==> src/rtl/pbus_pkg.sv <==
`timescale 1ns/1ps
package pbus_pkg;
  typedef enum logic [1:0] {
    KIND_CMD  = 2'b00,
    KIND_DATA = 2'b01,
    KIND_READ = 2'b10
  } pbus_kind_e;

  localparam logic [1:0] WIDE_MODE = 2'b11;

  function automatic logic kind_is_read(logic [1:0] k);
    return k[1];
  endfunction

  function automatic logic kind_dc(logic [1:0] k);
    return k != KIND_CMD;
  endfunction
endpackage

==> src/rtl/pbus_tick_gen.sv <==
`timescale 1ns/1ps
module pbus_tick_gen (
  input  logic clk_i,
  input  logic rst_ni,
  input  logic start_i,
  input  logic active_i,
  input  logic div2_i,
  output logic tick_o
);
  logic ph_q;

  always_ff @(posedge clk_i or negedge rst_ni) begin
    if (!rst_ni)       ph_q <= 1'b0;
    else if (start_i)  ph_q <= 1'b0;
    else if (active_i) ph_q <= ~ph_q;
  end

  // tick closes on the second clock when dividing by two
  assign tick_o = active_i & (~div2_i | ph_q);
endmodule

==> src/rtl/pbus_seq.sv <==
`timescale 1ns/1ps
module pbus_seq #(
  parameter int unsigned CNT_W = 7
) (
  input  logic             clk_i,
  input  logic             rst_ni,
  input  logic             start_i,
  input  logic             tick_i,
  input  logic [CNT_W-1:0] total_i,
  output logic             active_o,
  output logic [CNT_W-1:0] cnt_o
);
  logic             active_q;
  logic [CNT_W-1:0] cnt_q;
  logic [CNT_W-1:0] last_cnt;

  assign last_cnt = total_i - CNT_W'(1);

  always_ff @(posedge clk_i or negedge rst_ni) begin
    if (!rst_ni) begin
      active_q <= 1'b0;
      cnt_q    <= '0;
    end else if (start_i) begin
      active_q <= 1'b1;
      cnt_q    <= '0;
    end else if (tick_i) begin
      if (cnt_q == last_cnt) active_q <= 1'b0;
      else                   cnt_q    <= cnt_q + CNT_W'(1);
    end
  end

  assign active_o = active_q;
  assign cnt_o    = cnt_q;
endmodule

==> src/rtl/pbus_strobe.sv <==
`timescale 1ns/1ps
module pbus_strobe #(
  parameter int unsigned CNT_W = 7,
  parameter int unsigned ON_W  = 4,
  parameter int unsigned OFF_W = 6
) (
  input  logic             clk_i,
  input  logic             rst_ni,
  input  logic             active_i,
  input  logic             en_i,
  input  logic [CNT_W-1:0] cnt_i,
  input  logic [ON_W-1:0]  on_i,
  input  logic [OFF_W-1:0] off_i,
  output logic             strobe_no
);
  logic [CNT_W-1:0] on_x, off_x;
  logic             hit;

  assign on_x  = {{(CNT_W-ON_W){1'b0}}, on_i};
  assign off_x = {{(CNT_W-OFF_W){1'b0}}, off_i};
  assign hit   = active_i & en_i & (cnt_i >= on_x) & (cnt_i < off_x);

  always_ff @(posedge clk_i or negedge rst_ni) begin
    if (!rst_ni) strobe_no <= 1'b1;
    else         strobe_no <= ~hit;
  end
endmodule

==> src/rtl/pbus_cycle_gen.sv <==
`timescale 1ns/1ps
module pbus_cycle_gen #(
  parameter int unsigned ON_W  = 4,
  parameter int unsigned OFF_W = 6,
  parameter int unsigned DW    = 16
) (
  input  logic             clk_i,
  input  logic             rst_ni,
  input  logic             tick_div2_i,
  input  logic [1:0]       width_mode_i,
  input  logic [ON_W-1:0]  cs_on_i,
  input  logic [OFF_W-1:0] cs_off_i,
  input  logic [ON_W-1:0]  we_on_i,
  input  logic [OFF_W-1:0] we_off_i,
  input  logic [ON_W-1:0]  re_on_i,
  input  logic [OFF_W-1:0] re_off_i,
  input  logic [OFF_W-1:0] wr_len_i,
  input  logic [OFF_W-1:0] rd_len_i,
  input  logic [OFF_W-1:0] gap_i,
  input  logic [OFF_W-1:0] access_i,
  input  logic             req_valid_i,
  input  logic [1:0]       req_kind_i,
  input  logic [DW-1:0]    req_data_i,
  output logic             busy_o,
  output logic             rd_valid_o,
  output logic [DW-1:0]    rd_data_o,
  output logic             cs_no,
  output logic             we_no,
  output logic             re_no,
  output logic             dc_o,
  output logic [DW-1:0]    db_o,
  output logic             db_oe_o,
  input  logic [DW-1:0]    db_i
);
  import pbus_pkg::*;

  localparam int unsigned CNT_W = OFF_W + 1;
  localparam int unsigned NS    = 4;   // cs, we, re, output enable
  localparam int unsigned HW    = DW / 2;

  logic             start, tick, active;
  logic [CNT_W-1:0] cnt, total;

  // settings captured at acceptance
  logic [ON_W-1:0]  cs_on_q, we_on_q, re_on_q;
  logic [OFF_W-1:0] cs_off_q, we_off_q, re_off_q, wr_len_q, rd_len_q, gap_q, access_q;
  logic             div2_q, wide_q, rd_q, dc_q;
  logic [DW-1:0]    wdata_q, rdata_q;
  logic             rvalid_q;

  assign start = req_valid_i & ~active;

  always_ff @(posedge clk_i or negedge rst_ni) begin
    if (!rst_ni) begin
      cs_on_q  <= '0; we_on_q  <= '0; re_on_q  <= '0;
      cs_off_q <= '0; we_off_q <= '0; re_off_q <= '0;
      wr_len_q <= '0; rd_len_q <= '0; gap_q    <= '0; access_q <= '0;
      div2_q   <= 1'b0; wide_q <= 1'b0; rd_q <= 1'b0; dc_q <= 1'b0;
      wdata_q  <= '0;
    end else if (start) begin
      cs_on_q  <= cs_on_i;  we_on_q  <= we_on_i;  re_on_q  <= re_on_i;
      cs_off_q <= cs_off_i; we_off_q <= we_off_i; re_off_q <= re_off_i;
      wr_len_q <= wr_len_i; rd_len_q <= rd_len_i; gap_q    <= gap_i;
      access_q <= access_i;
      div2_q   <= tick_div2_i;
      wide_q   <= (width_mode_i == WIDE_MODE);
      rd_q     <= kind_is_read(req_kind_i);
      dc_q     <= kind_dc(req_kind_i);
      wdata_q  <= (width_mode_i == WIDE_MODE) ? req_data_i
                                              : {{(DW-HW){1'b0}}, req_data_i[HW-1:0]};
    end
  end

  assign total = (rd_q ? {1'b0, rd_len_q} : {1'b0, wr_len_q}) + {1'b0, gap_q};

  pbus_tick_gen u_tick (
    .clk_i   (clk_i),
    .rst_ni  (rst_ni),
    .start_i (start),
    .active_i(active),
    .div2_i  (div2_q),
    .tick_o  (tick)
  );

  pbus_seq #(.CNT_W(CNT_W)) u_seq (
    .clk_i   (clk_i),
    .rst_ni  (rst_ni),
    .start_i (start),
    .tick_i  (tick),
    .total_i (total),
    .active_o(active),
    .cnt_o   (cnt)
  );

  logic [ON_W-1:0]  on_a  [NS];
  logic [OFF_W-1:0] off_a [NS];
  logic             en_a  [NS];
  logic             str_n [NS];

  assign on_a[0] = cs_on_q; assign off_a[0] = cs_off_q; assign en_a[0] = 1'b1;
  assign on_a[1] = we_on_q; assign off_a[1] = we_off_q; assign en_a[1] = ~rd_q;
  assign on_a[2] = re_on_q; assign off_a[2] = re_off_q; assign en_a[2] = rd_q;
  assign on_a[3] = cs_on_q; assign off_a[3] = wr_len_q; assign en_a[3] = ~rd_q;

  for (genvar g = 0; g < NS; g++) begin : g_strobe
    pbus_strobe #(.CNT_W(CNT_W), .ON_W(ON_W), .OFF_W(OFF_W)) u_str (
      .clk_i    (clk_i),
      .rst_ni   (rst_ni),
      .active_i (active),
      .en_i     (en_a[g]),
      .cnt_i    (cnt),
      .on_i     (on_a[g]),
      .off_i    (off_a[g]),
      .strobe_no(str_n[g])
    );
  end

  // read sample point
  logic capture;
  assign capture = tick & rd_q & (cnt == {1'b0, access_q});

  always_ff @(posedge clk_i or negedge rst_ni) begin
    if (!rst_ni) begin
      rvalid_q <= 1'b0;
      rdata_q  <= '0;
    end else begin
      rvalid_q <= capture;
      if (capture)
        rdata_q <= wide_q ? db_i : {{(DW-HW){1'b0}}, db_i[HW-1:0]};
    end
  end

  assign busy_o     = active;
  assign rd_valid_o = rvalid_q;
  assign rd_data_o  = rdata_q;
  assign cs_no      = str_n[0];
  assign we_no      = str_n[1];
  assign re_no      = str_n[2];
  assign db_oe_o    = ~str_n[3];
  assign dc_o       = dc_q;
  assign db_o       = db_oe_o ? wdata_q : '0;
endmodule

==> config.mk <==
export PLATFORM = sky130hd
export DESIGN_NAME = pbus_cycle_gen
export DESIGN_NICKNAME = d
export VERILOG_FILES = /design/src/rtl/pbus_pkg.sv /design/src/rtl/pbus_tick_gen.sv /design/src/rtl/pbus_seq.sv /design/src/rtl/pbus_strobe.sv /design/src/rtl/pbus_cycle_gen.sv
export SDC_FILE = /design/constraint.sdc
export NUM_CORES = 1
export LEC_CHECK = 0
export BUFFER_PORTS_ARGS = -buffer_cell sky130_fd_sc_hd__buf_2
export CELL_PAD_IN_SITES_DETAIL_PLACEMENT = 2
export CELL_PAD_IN_SITES_GLOBAL_PLACEMENT = 2
export CORE_MARGIN = 8
export CORE_UTILIZATION = 33
export CTS_BUF_LIST = sky130_fd_sc_hd__clkbuf_4
export DETAILED_ROUTE_END_ITERATION = 6
export PLACE_DENSITY_LB_ADDON = 0.1
export RECOVER_POWER = 50
export SLEW_MARGIN = 20
export SYNTH_ARGS = -nofsm -noshare
export SYNTH_HDL_FRONTEND = slang
export SYNTH_HIERARCHICAL = 1
export SYNTH_SLANG_ARGS = --single-unit
==> constraint.sdc <==
create_clock -name clk_i -period 4.6 [get_ports clk_i]
set_input_delay 0.46 -clock clk_i [delete_from_list [all_inputs] [get_ports clk_i]]
set_output_delay 0.46 -clock clk_i [all_outputs]
set_load 0.02 [all_outputs]
Word level (Yosys, flattened, before mapping)
Index checks and enable logic that the tools add are counted.
{ "totals": {"out_inout_bits": 39, "ff_bits": 104, "elab_cells": 80, "in_bits": 94} }
{ "classes": {"order_cmp": 7, "n_addsub": 3, "eq_ne": 4, "n_bitwise": 24, "n_reduce_logical": 6, "muxes": 12} }
{ "ops": {"columns": ["cell", "n"], "rows": [
  ["$mux 16", 3],
  ["$lt 7x6->1", 4],
  ["$ge 7x4->1", 3],
  ["$mux 7", 3],
  ["$and 1x1->1", 14],
  ["$not 1->1", 9],
  ["$reduce_bool 2->1", 4],
  ["$add 6x6->7", 1],
  ["$add 7x1->7 const B", 1],
  ["$eq 7x6->1", 1],
  ["$eq 7x7->1", 1],
  ["$sub 7x1->7 const B", 1],
  ["$mux 6", 1],
  ["$mux 1", 5],
  ["$reduce_and 2->1", 2],
  ["$eq 2x2->1 const B", 1],
  ["$ne 2x2->1 const B", 1],
  ["$or 1x1->1", 1]
]} }

Logic depth before layout (Yosys ltp)
{ "depth": {"ltp_word": 7, "depth_mapped": 16, "mapped_depth_nobuf": 14} }

Hierarchy
The synthesis kept the hierarchy.
{ "by_module_without_submodules": {"columns": ["module", "seq_area_each_um2", "instances", "area_each_um2", "cells_per_inst"], "rows": [
  ["pbus_cycle_gen", 2277.2, 1, 3915.0, 413],
  ["pbus_strobe", 26.3, 4, 257.7, 34],
  ["pbus_seq", 200.2, 1, 684.4, 78],
  ["pbus_tick_gen", 25.0, 1, 48.8, 5]
]} }

Least setup slack after synthesis
OpenSTA, ideal clock, no wires.
{ "synth_timing": {"kind": "reg-to-reg", "from": "register rd_q", "to": "register u_seq.active_q (netlist: u_seq/active_o)", "path_slack_ns": 1.138, "setup_time_ns": 0.118, "n_path_buf": 2, "synth_period_minus_slack_ns": 3.462, "arrival_ns": 3.344, "t_required_ns": 4.482, "path_stages_with_launch": 16, "path_cell_list": "dfrtp_1 -> buf_4 -> mux2_2 -> ha_1 -> inv_1 -> fa_1 -> inv_1 -> inv_1 -> ha_1 -> nor2b_1 -> or3_1 -> a31o_1 -> a2111oi_2 -> buf_4 -> nand2_1 -> a21o_1"} }
{ "synth_via": {"elab_chain_len": 6} }
{ "synth_lines": {"columns": ["element", "line", "text"], "rows": [
  ["from (decl)", "pbus_cycle_gen.sv:47", "logic div2_q, wide_q, rd_q, dc_q;"],
  ["from (signal assigned)", "pbus_cycle_gen.sv:67", "rd_q <= kind_is_read(req_kind_i);"],
  ["$mux 6", "pbus_cycle_gen.sv:74", "assign total = (rd_q ? {1'b0, rd_len_q} : {1'b0, wr_len_q}) + {1'b0, gap_q};"],
  ["$add 6x6->7", "pbus_cycle_gen.sv:74", null],
  ["named net total[1]", "pbus_cycle_gen.sv:42", "logic [CNT_W-1:0] cnt, total;"],
  ["$sub 7x1->7", "pbus_seq.sv:17", "assign last_cnt = total_i - CNT_W'(1);"],
  ["$eq 7x7->1", "pbus_seq.sv:27", "if (cnt_q == last_cnt) active_q <= 1'b0;"],
  ["$reduce_bool 2->1 (no line)", null, null],
  ["$reduce_and 2->1 (no line)", null, null],
  ["to (signal assigned)", "pbus_seq.sv:21", "active_q <= 1'b0;"],
  ["to (signal assigned)", "pbus_seq.sv:24", "active_q <= 1'b1;"],
  ["to (signal assigned)", "pbus_seq.sv:27", null],
  ["to (decl)", "pbus_seq.sv:13", "logic active_q;"]
]} }
The timed path passes the listed nets, and every way through them passes these cells.
A chain may end at the register's enable or synchronous reset.

Worst setup path in the final report
{ "layout_timing": {"from": "register rd_q", "to": "register u_seq.cnt_q[3] (netlist: u_seq/cnt_o[3])"} }
{ "layout_via": {"elab_chain_len": 6} }
{ "layout_lines": {"columns": ["element", "line", "text"], "rows": [
  ["$mux 6", "pbus_cycle_gen.sv:74", null],
  ["$add 6x6->7", "pbus_cycle_gen.sv:74", null],
  ["named net total[6]", "pbus_cycle_gen.sv:42", null],
  ["$sub 7x1->7", "pbus_seq.sv:17", null],
  ["$eq 7x7->1", "pbus_seq.sv:27", null],
  ["$ne 2x2->1 (no line)", null, null],
  ["$reduce_and 2->1 (no line)", null, null],
  ["to (signal assigned)", "pbus_seq.sv:28", "else cnt_q <= cnt_q + CNT_W'(1);"],
  ["to (decl)", "pbus_seq.sv:14", "logic [CNT_W-1:0] cnt_q;"]
]} }
The timed path passes the listed nets, and every way through them passes these cells.

==> impl_results.md <==
* Clock skew at 10.1 ps
* Critical path, cell by cell: mux2_2 -> ha_1 -> inv_1 -> fa_1 -> inv_1 -> a21o_1 -> a21oi_1 -> o21ai_0 -> xor2_1 -> and4bb_1 -> nor4_4 -> a2111oi_2 -> buf_4 -> or4_1 -> a21oi_1
* Worst Tran Pin Value at 3990 ps
* PD cells at 691 nW/um^2
* Synth warnings at 6
* Initial antenna violation count at 1
* Layout cell share with drive strength beyond 1 at 20.3%
* Worst hold path depth at 3
* Fin nets at 894
* Io pins at 133
* Worst skew pair latency at 480 ps
* Mapped Cells at 632
* Top cells by area, synth: dfrtp_1 44%, nand2_1 14%, ha_1 9.7%
* Vias per cell at 4.91
* Post-CTS setup buffer count at 0
* Iteration count of the initial detailed-routing pass at 5
* Vias in the first global route at 5534
* Clock power share at 10.0%
* Status: finished with violations
* Hold Path End: wr_len_q[5]
* Worst min path class: in -> reg
* CTS tree: done
* Chip Width at 147 um
* Sw Ratio at 46.7%
* GP Congestion at 0.795
* Share of total power in combinational logic at 53.1%
* Unrepaired setup endpoints after global routing: false
* Failing checks: max-capacitance violations, max-slew violations
* Synth Register Bits at 104
* Crit-path max cell delay at 620 ps
* FP Rows at 48
* Clock tree root driver cell: clkbuf_4
* First-pass GRT wire length at 28.9 mm
* Seq/Total Area, Yosys at 45.9%
* Setup Crit Path Kind: reg -> reg
* Post-synth EDFFs at 0
* Synth cell types at 51
* Ys async rst share at 100%
* Remaining antenna violation count at 0
* CP Launch Type: flip-flop
* Worst-case reg-to-reg path depth at 15
* Iter 0 DRT Violations at 109
* Post-synthesis instance area at 5680 sq um
* Resized Gates After CTS at 0
* Clock Sinks at 104
* Hpwl dp at 13.1 mm
* IO Port Bufs at 132
* Area of the core at 17100 sq um
* Max FO, Critical Path at 15
* WL final at 17.6 mm
* CTS H-tree depth at 3
* Leakage at 3.54 nW
* Largest net degree at the start of global routing at 73
* Reg2Reg Capture Point: u_seq/cnt_o[3]
* Hold Buf Count CTS at 0
* Max_cap viols at 1
* Sw Pwr at 0.00214 W
* Area share of the largest cell type after synthesis at 44.1%
* Hold path start: wr_len_i[5]
* FF-to-FF setup slack at 630 ps
* Slew HR at -166%
* Slowest-stage cell, CP: dfrtp_1
* Final Critical Period at 3970 ps
* RR Startpoint: rd_q
* Total track usage at 16.6%
* DR WL/cell at 17.9 um
* Final Cycle Share at 86.3%
* Max Slew Vio Count at 71
* Avg Inst Size Synth at 8.99 sq um
* Synth Flop Type: dfrtp_1
* Worst setup EP type: flip-flop
* Die height at 147 um
* CTS buffer count at 9
* Via count at 4837
* Starting Density at 33.3%
* DRC viols at 0
* Int Pwr at 0.00244 W
* Syn nets at 771
* CP arrival at 4380 ps
* Die ar. at 21700 sq um
* Max frequency at 252 MHz
* Setup TNS at 0 ps
* Crit path required time at 5010 ps
* Final Hold Vio Count at 0
* Final Setup Violations at 0
* Share of power burned in registers at 36.9%
* Overall power at 0.00458 W
* CTS clk-pin slew, worst paths at 170 ps
* Clock tree buffer depth at 2
* Total gr overflow at 0
* Area grow syn2layout at 16.7%
* Yosys top cell by area: dfrtp_1
* Peak supply drop at 0.000193 V
cell usage after synthesis (3+ instances only):
cell type,n
a211o_1,4
a21o_1,7
a21oi_1,22
a22o_1,8
buf_1,6
clkbuf_1,13
dfrtp_1,100
dfstp_2,4
ha_1,44
inv_1,58
mux2_2,11
mux2i_1,9
nand2_1,209
nand2b_1,5
nand3_1,6
nand4_1,6
nand4b_1,5
nor2_1,13
nor2b_1,19
nor3_1,3
nor4_1,5
o21ai_0,6
o21ai_1,11
o31ai_1,3
or3_1,5
or4_1,4
xnor2_1,11
xor2_1,6
how the worst max path moves through the flow:
stage	cells past startpoint	end	slack, ps	startpoint
5_1_grt	1	wdata_q[5]	290	rst_ni
2_1_floorplan	15	u_seq/active_o	1140	rd_q
3_5_place_dp	15	u_seq/cnt_o[3]	680	rd_q
6_report	15	u_seq/cnt_o[3]	630	rd_q
4_1_cts	15	u_seq/cnt_o[3]	620	rd_q
3_3_place_gp	15	u_seq/cnt_o[6]	870	rd_q
kinds of logic after synthesis:
family	share of synthesized area (%)
AO/OA/AOI/OAI	8.22
XOR/XNOR	2.62
adder cells (fa/ha/maj)	10.0
buffers and inverters	6.17
flip-flops	45.9
multiplexers	4.30
other	0.0660
AND/OR/NAND/NOR	22.7
layout by cell type, fill, tap and decap left out, drive strengths merged, types with 2 or more instances in the layout:
master | netlist | routed
a22o | 8 | 8
nor3 | 3 | 3
nor4 | 6 | 6
o21ai | 17 | 17
nand2b | 5 | 5
a31oi | 2 | 2
nand2 | 209 | 209
a21oi | 22 | 22
o31ai | 3 | 3
xor2 | 6 | 6
nand4b | 5 | 5
a211oi | 2 | 2
a211o | 4 | 4
or4 | 4 | 4
nor2b | 19 | 19
mux2 | 13 | 13
or3 | 5 | 5
dfrtp | 100 | 100
mux2i | 9 | 9
dfstp | 4 | 4
buf | 11 | 116
ha | 44 | 44
a21o | 7 | 7
xnor2 | 11 | 11
inv | 58 | 61
nand4 | 6 | 6
clkbuf | 13 | 29
nor2 | 13 | 13
nor4b | 2 | 2
clkinv | 1 | 5
nand3 | 6 | 6
metrics by stage:
step	instance area, sq um	utilization (%)	setup WS, ps	std cells	hold WS, ps
final	6630	38.8	628	986	161
after global routing	6630	38.8	293	986	121
after CTS	6650	39.0	620	985	121
after detailed placement	6530	38.3	679	969	467
after global placement	6530	38.3	870	969	453
after floorplan	5680	-	1140	632	164
power groups by stage:
| stage | registers (W) | logic [W] | clock network [W] |
|---|---|---|---|
| 2_1_floorplan | 0.00161 | 0.00180 | 0 |
| 3_3_place_gp | 0.00170 | 0.00230 | 0 |
| 3_5_place_dp | 0.00172 | 0.00248 | 0 |
| 4_1_cts | 0.00170 | 0.00250 | 0.000486 |
| 5_1_grt | 0.00175 | 0.00278 | 0.000513 |
| 6_report | 0.00169 | 0.00243 | 0.000458 |
metal layers:
layer / up-vias / wire length [um] / global-route usage [%]
li1: 2312 / - / -
met1: 2393 / 7880 / 19.7
met2: 114 / 8730 / 29.2
met3: 18 / 757 / 3.88
met4: 0 / 274 / 4.44
met5: - / 0 / 0
worst max-delay path: cells and delay by family, from the launching register on:
family / cells / cell delay, ps
flops: 1 / 620
simple gates: 3 / 1060
buf+inv: 3 / 330
compound gates: 5 / 760
xor+xnor: 1 / 350
mux: 1 / 380
fa+ha+maj: 2 / 390
area by class of cell:
cell class,instances,area [sq um]
Antenna cell,1,2.50
Clock buffer,9,67.6
Clock inverter,7,56.3
Fill cell,1947,10400
Inverter,59,221
Multi-Input combinational cell,445,2720
Sequential cell,104,2610
Tap cell,225,282
Timing Repair Buffer,136,666
(Power assumes the default switching activity.)
